==> config.mk <==
export PLATFORM = sky130hd
export DESIGN_NAME = adc_seq_ctrl
export DESIGN_NICKNAME = d
export VERILOG_FILES = /design/src/rtl/adc_seq_pkg.sv /design/src/rtl/adc_clk_div.sv /design/src/rtl/adc_sample_timer.sv /design/src/rtl/adc_result_bank.sv /design/src/rtl/adc_seq_ctrl.sv
export SDC_FILE = /design/constraint.sdc
export NUM_CORES = 1
export LEC_CHECK = 0
export ABC_AREA = 0
export BUFFER_PORTS_ARGS = -buffer_cell sky130_fd_sc_hd__buf_2
export CAP_MARGIN = 20
export CORE_MARGIN = 2
export CORE_UTILIZATION = 62
export CTS_CLUSTER_SIZE = 24
export DETAILED_ROUTE_END_ITERATION = 10
export PLACE_DENSITY = 0.8
export SLEW_MARGIN = 40
export SYNTH_ARGS = -nofsm -noshare
export SYNTH_HDL_FRONTEND = slang
export SYNTH_SLANG_ARGS = --single-unit
==> constraint.sdc <==
create_clock -name clk -period 4.7 [get_ports clk]
set_input_delay 0.94 -clock clk [delete_from_list [all_inputs] [get_ports clk]]
set_output_delay 0.94 -clock clk [all_outputs]
set_load 0.03 [all_outputs]
==> src/rtl/adc_seq_pkg.sv <==
package adc_seq_pkg;

  typedef enum logic [2:0] {
    ST_IDLE,
    ST_SAMP,
    ST_XSAMP,
    ST_CONV,
    ST_ARM
  } seq_state_e;

  localparam int LEN_W = 8;

  // decoded sample length in divided-clock periods; reserved codes saturate
  function automatic logic [LEN_W-1:0] sht_len(input logic [3:0] code);
    logic [LEN_W-1:0] n;
    case (code)
      4'd0:    n = 8'd4;
      4'd1:    n = 8'd8;
      4'd2:    n = 8'd16;
      4'd3:    n = 8'd32;
      4'd4:    n = 8'd64;
      4'd5:    n = 8'd96;
      4'd6:    n = 8'd128;
      default: n = 8'd192;
    endcase
    return n;
  endfunction

endpackage

==> src/rtl/adc_clk_div.sv <==
module adc_clk_div #(
  parameter int DIV_W = 3
) (
  input  logic             clk,
  input  logic             rst_n,
  input  logic             clr,
  input  logic [DIV_W-1:0] div,
  output logic             tick
);
  logic [DIV_W-1:0] cnt_q;

  assign tick = !clr && (cnt_q == div);

  always_ff @(posedge clk) begin
    if (!rst_n || clr || tick) cnt_q <= '0;
    else                       cnt_q <= cnt_q + 1'b1;
  end
endmodule

==> src/rtl/adc_sample_timer.sv <==
module adc_sample_timer #(
  parameter int LEN_W = 8
) (
  input  logic             clk,
  input  logic             rst_n,
  input  logic             run,
  input  logic             tick,
  input  logic [LEN_W-1:0] len,
  output logic             done
);
  logic [LEN_W-1:0] tcnt_q;

  assign done = run && tick && (tcnt_q == len - LEN_W'(1));

  always_ff @(posedge clk) begin
    if (!rst_n || !run) tcnt_q <= '0;
    else if (tick)      tcnt_q <= tcnt_q + 1'b1;
  end
endmodule

==> src/rtl/adc_result_bank.sv <==
module adc_result_bank #(
  parameter int NUM_SLOTS = 32,
  parameter int DATA_W    = 12,
  localparam int SLOT_W   = $clog2(NUM_SLOTS)
) (
  input  logic              clk,
  input  logic              rst_n,
  input  logic              wr_en,
  input  logic [SLOT_W-1:0] wr_addr,
  input  logic [DATA_W-1:0] wr_data,
  input  logic [SLOT_W-1:0] rd_addr,
  output logic [DATA_W-1:0] rd_data
);
  logic [DATA_W-1:0] mem_q [NUM_SLOTS];

  for (genvar g = 0; g < NUM_SLOTS; g++) begin : g_slot
    always_ff @(posedge clk) begin
      if (!rst_n)                                   mem_q[g] <= '0;
      else if (wr_en && wr_addr == SLOT_W'(g))      mem_q[g] <= wr_data;
    end
  end

  assign rd_data = mem_q[rd_addr];
endmodule

==> src/rtl/adc_seq_ctrl.sv <==
module adc_seq_ctrl
  import adc_seq_pkg::*;
#(
  parameter int NUM_SLOTS = 32,
  parameter int DATA_W    = 12,
  parameter int DIV_W     = 3,
  parameter int HI_FIRST  = 8,
  parameter int HI_LAST   = 23,
  localparam int SLOT_W   = $clog2(NUM_SLOTS)
) (
  input  logic                 clk,
  input  logic                 rst_n,
  input  logic                 cfg_we,
  input  logic                 cfg_enc,
  input  logic [DIV_W-1:0]     cfg_div,
  input  logic [1:0]           cfg_mode,
  input  logic                 cfg_pulse,
  input  logic [3:0]           cfg_sht_lo,
  input  logic [3:0]           cfg_sht_hi,
  input  logic [SLOT_W-1:0]    cfg_start,
  input  logic [NUM_SLOTS-1:0] cfg_eos,
  input  logic                 trig,
  input  logic                 samp_in,
  input  logic                 conv_done,
  input  logic [DATA_W-1:0]    conv_data,
  input  logic [SLOT_W-1:0]    rd_addr,
  output logic                 conv_start,
  output logic                 samp_ctrl,
  output logic                 busy,
  output logic [SLOT_W-1:0]    cur_slot,
  output logic [DATA_W-1:0]    rd_data
);
  localparam logic [SLOT_W-1:0] HI_A  = SLOT_W'(HI_FIRST);
  localparam logic [SLOT_W-1:0] HI_B  = SLOT_W'(HI_LAST);
  localparam logic [SLOT_W-1:0] LAST  = SLOT_W'(NUM_SLOTS - 1);

  // configuration, locked while enabled
  logic                 enc_q, pulse_q;
  logic [DIV_W-1:0]     div_q;
  logic [1:0]           mode_q;
  logic [3:0]           sht_lo_q, sht_hi_q;
  logic [SLOT_W-1:0]    start_q;
  logic [NUM_SLOTS-1:0] eos_q;

  always_ff @(posedge clk) begin
    if (!rst_n) begin
      enc_q    <= 1'b0;
      pulse_q  <= 1'b0;
      div_q    <= '0;
      mode_q   <= 2'b00;
      sht_lo_q <= '0;
      sht_hi_q <= '0;
      start_q  <= '0;
      eos_q    <= '0;
    end else if (cfg_we) begin
      enc_q <= cfg_enc;
      if (!enc_q) begin
        pulse_q  <= cfg_pulse;
        div_q    <= cfg_div;
        mode_q   <= cfg_mode;
        sht_lo_q <= cfg_sht_lo;
        sht_hi_q <= cfg_sht_hi;
        start_q  <= cfg_start;
        eos_q    <= cfg_eos;
      end
    end
  end

  // sequencer state
  seq_state_e        state_q;
  logic [SLOT_W-1:0] slot_q;
  logic              armed_q, conv_start_q, samp_q;
  logic              samp_rise, step_last, in_hi, tick, tmr_done, run;
  logic [LEN_W-1:0]  len;

  assign samp_rise = samp_in && !samp_q;
  assign in_hi     = (slot_q >= HI_A) && (slot_q <= HI_B);
  assign len       = sht_len(in_hi ? sht_hi_q : sht_lo_q);
  assign step_last = !mode_q[0] || eos_q[slot_q];
  assign run       = (state_q == ST_SAMP);

  adc_clk_div #(.DIV_W(DIV_W)) u_div (
    .clk  (clk),
    .rst_n(rst_n),
    .clr  (!run),
    .div  (div_q),
    .tick (tick)
  );

  adc_sample_timer #(.LEN_W(LEN_W)) u_tmr (
    .clk  (clk),
    .rst_n(rst_n),
    .run  (run),
    .tick (tick),
    .len  (len),
    .done (tmr_done)
  );

  always_ff @(posedge clk) begin
    if (!rst_n) samp_q <= 1'b0;
    else        samp_q <= samp_in;
  end

  always_ff @(posedge clk) begin
    if (!rst_n) begin
      state_q      <= ST_IDLE;
      slot_q       <= '0;
      armed_q      <= 1'b1;
      conv_start_q <= 1'b0;
    end else begin
      conv_start_q <= 1'b0;
      if (!enc_q) armed_q <= 1'b1;
      case (state_q)
        ST_IDLE: begin
          if (enc_q && armed_q && (pulse_q ? trig : samp_rise)) begin
            slot_q  <= start_q;
            state_q <= pulse_q ? ST_SAMP : ST_XSAMP;
          end
        end
        ST_SAMP: begin
          if (tmr_done) begin
            state_q      <= ST_CONV;
            conv_start_q <= 1'b1;
          end
        end
        ST_XSAMP: begin
          if (!samp_in) begin
            state_q      <= ST_CONV;
            conv_start_q <= 1'b1;
          end
        end
        ST_CONV: begin
          if (conv_done) begin
            if (!enc_q) begin
              state_q <= ST_IDLE;
            end else if (step_last) begin
              state_q <= ST_IDLE;
              if (!mode_q[1]) armed_q <= 1'b0;
            end else begin
              slot_q  <= (slot_q == LAST) ? '0 : slot_q + 1'b1;
              state_q <= pulse_q ? ST_SAMP : ST_ARM;
            end
          end
        end
        ST_ARM: begin
          if (!enc_q)         state_q <= ST_IDLE;
          else if (samp_rise) state_q <= ST_XSAMP;
        end
        default: state_q <= ST_IDLE;
      endcase
    end
  end

  adc_result_bank #(.NUM_SLOTS(NUM_SLOTS), .DATA_W(DATA_W)) u_bank (
    .clk    (clk),
    .rst_n  (rst_n),
    .wr_en  (state_q == ST_CONV && conv_done),
    .wr_addr(slot_q),
    .wr_data(conv_data),
    .rd_addr(rd_addr),
    .rd_data(rd_data)
  );

  assign conv_start = conv_start_q;
  assign samp_ctrl  = (state_q == ST_SAMP) || (state_q == ST_XSAMP);
  assign busy       = (state_q != ST_IDLE);
  assign cur_slot   = slot_q;
endmodule

==> impl_metrics.ini <==
[placed_design]
dp_worst_setup_slack_ns = 0.607
port_buffers = 94
place.detailed.hpwl_mm = 33.1
gp_congestion = 0.863

[synth]
synth_cells = 1560
dominantRegCellSynth = sky130_fd_sc_hd__edfxtp_1
synthDominantAreaCellType = sky130_fd_sc_hd__edfxtp_1
synth_enable_flop_cells = 384
net_count_after_synthesis = 1644
yosysTopAreaCellShare_pct = 54.1
synth.yosys.seq_area_share_pct = 61.1
netlist-cell-type-count = 48
syn_area_per_cell_um2 = 13.7
post_synth_instance_area_mm2 = 0.0213
synth_async_sr_flop_share_pct = 0
synth_warnings = 0
synth.top_cells.by_area = sky130_fd_sc_hd__edfxtp_1 (54%), sky130_fd_sc_hd__mux4_2 (14%), sky130_fd_sc_hd__and2_1 (11%)
postSynthRegisterBits = 458

[route]
detail-route-antenna-nets = 0
avgViaCountPerCell = 6.45
drt_drc_violations_left = 0
drt_pass1_iterations = 5
detail_route.wl_per_cell_um = 26.5
detailroute.via_count = 13500
drt-total-wl_mm = 55.5
first_iter_violations = 1628

[pwr]
leak_nw = 8.77
p_per_area_mw_per_mm2 = 378
vdd_drop_max_mv = 0.295

[clock_network]
clock_buffer_count_from_cts = 47
ctsResizeCount = 0
cts.path.max_buffers = 3
clock_insertion_delay_worst_skew_ns = 0.55
clock_tree.root_cell = sky130_fd_sc_hd__clkbuf_16
tritoncts = yes
cts_max_level = 2
cts.hold.buffers_added = 0
clk_transition_reported_paths_ns = 0.06
postCtsSetupBuffers = 0
clock-sinks = 458

[sta]
rsz_0062_raised_after_global_routing = no
fin_max_slew_vios = 0
min_period_over_period_pct = 87.3
maxSlewHeadroom_pct = 38.0
tightest_slew_ns = 0.931
post-route-worst-setup-slack_ns = 0.596
setup_viol = 0
finalClockSkew_ns = 0.0171
timing.fmax_ghz = 0.244
hold_viol_final = 0
final_setup_tns_ns = 0
final_critical_path_time_including_i_o_delays_and_setup_ns = 4.10

[grt]
global_route.usage.met1_pct = 43.0
grt_pass1_vias = 13500
grt_first_pass_wirelength_mm = 82.7
global_route.usage.met2_pct = 49.7
grt_util_met3_pct = 8.16
number_of_antenna_violations_at_the_first_check_in_global_routing = 2
overflow = 0
gr-max-usage-layer = met2
largest_net_degree_at_the_start_of_global_routing = 56
gr_usage_total_pct = 31.6

[die]
die_height_um = 189
standard_cell_rows = 67
fp.dieW_um = 189
io-pin-count = 95
start_util_pct = 63.2
die-area_mm2 = 0.0359
placeable_core_area_mm2 = 0.0337

[critical_path]
critPathArrivalTime_ns = 3.16
crit_family = multiplexers
ordered_cell_list_for_the_critical_path = buf_6, buf_12, mux4_2, mux4_2, mux2_2, buf_2
crit_path_end_kind = output port
path_common_cell = sky130_fd_sc_hd__mux4_2
crit_path_start_kind = primary input
cell_at_the_slowest_stage_of_the_critical_path = sky130_fd_sc_hd__mux4_2
critical_path_peak_fanout = 25
worst-path-buf-inv = 3
worst_ep_required_time_ns = 3.76
maximum_single_stage_delay_on_the_critical_path_ns = 0.54
critical_setup_path_kind = primary input to output port

[finish]
design.final.nets = 1693
synthToLayoutAreaGrowth_pct = 12.7
post_route_cells_drive_above_1_share_pct = 24.1

[run_status]
result_of_the_run = completed

[worst_hold_path]
hold_class = flop to flop

[job]
timing.max_cap.violations = 0
==> area by class of cell <==
class	count	area (um2)
tap	448	561
multi-input combinational	955	7970
fill	2128	9690
timing repair buffer	138	892
sequential	458	13000
clock inverter	37	342
antenna	2	5.00
clock buffer	49	1190
inverter	9	33.8
==> final timing paths <==
kind	to	slack (ns)	start	depth (start not counted)
max reg2reg	conv_start	1.18	cur_slot[1]	10
min	eos_q[10]	0.45	eos_q[10]	2
min reg2reg	eos_q[10]	0.45	eos_q[10]	2
max	rd_data[7]	0.60	rd_addr[0]	6
==> state kept, by name, summed over array words and instances, names as in the netlist, 2 cells and up <==
name / flops
div_q: 3
start_q: 5
state_q: 3
cur_slot: 5
sht_hi_q: 4
u_bank.mem_q: 384
eos_q: 32
u_tmr.tcnt_q: 8
u_div.cnt_q: 3
mode_q: 2
sht_lo_q: 4
==> layer usage <==
layer | up-vias | routed length (um)
li1 | 5754 | -
met1 | 6684 | 20400
met2 | 920 | 26400
met3 | 149 | 6750
met4 | 2 | 1920
met5 | - | 13
==> tightest hold or removal path: cells and delay by family (launching register included) <==
kind	cells	cell delay, ns
flops	1	0.31
simple gates	1	0.05
compound gates	1	0.05
==> stage by stage <==
stage | area, um2 | power [W] | util (%) | hold slack (ns) | cells
final | 24000 | 0.00907 | 71.2 | 0.453 | 2096
after global routing | 24000 | 0.00929 | 71.2 | 0.478 | 2094
after CTS | 24000 | 0.00907 | 71.2 | 0.455 | 2094
after detailed placement | 22500 | 0.00541 | 66.7 | 0.447 | 2008
after global placement | 22300 | 0.00537 | 66.1 | 0.439 | 2007
after floorplan | 21300 | 0.00514 | - | 0.430 | 1560
==> power breakdown <==
| group | internal, W | switching [W] | total, W |
|---|---|---|---|
| clock | 0.00217 | 0.00155 | 0.00373 |
| sequential | 0.00453 | 0.0000759 | 0.00461 |
| combinational | 0.000294 | 0.000440 | 0.000734 |
==> placed cells by master (no fill, tap or decap), drive strengths merged, types with 40 or more instances in the layout <==
master / n
edfxtp: 384
dfxtp: 74
and2: 389
o21ai: 41
buf: 138
clkbuf: 49
mux4: 130
nand2: 136
nor2: 58
a21oi: 40
==> cell usage after synthesis, drive strengths merged (10+ instances only) <==
cell	number
buf	11
nor2	58
mux4	130
dfxtp	74
and2	389
mux2	12
nand2	136
clkbuf	127
xnor2	10
a21oi	40
nand3	27
edfxtp	384
o21ai	41
a21boi	20
==> cell families (layout without fill, tap and decap cells) <==
logic type	Yosys count	in the layout	share of synthesized area [%]
other cells	0	2	0
buf+inv	147	233	2.65
mux	144	144	14.5
simple gates	661	661	17.1
compound gates	126	126	3.56
flops	458	458	61.1
fa+ha+maj	9	9	0.528
xor+xnor	15	15	0.616
(Power assumes the default switching activity.)
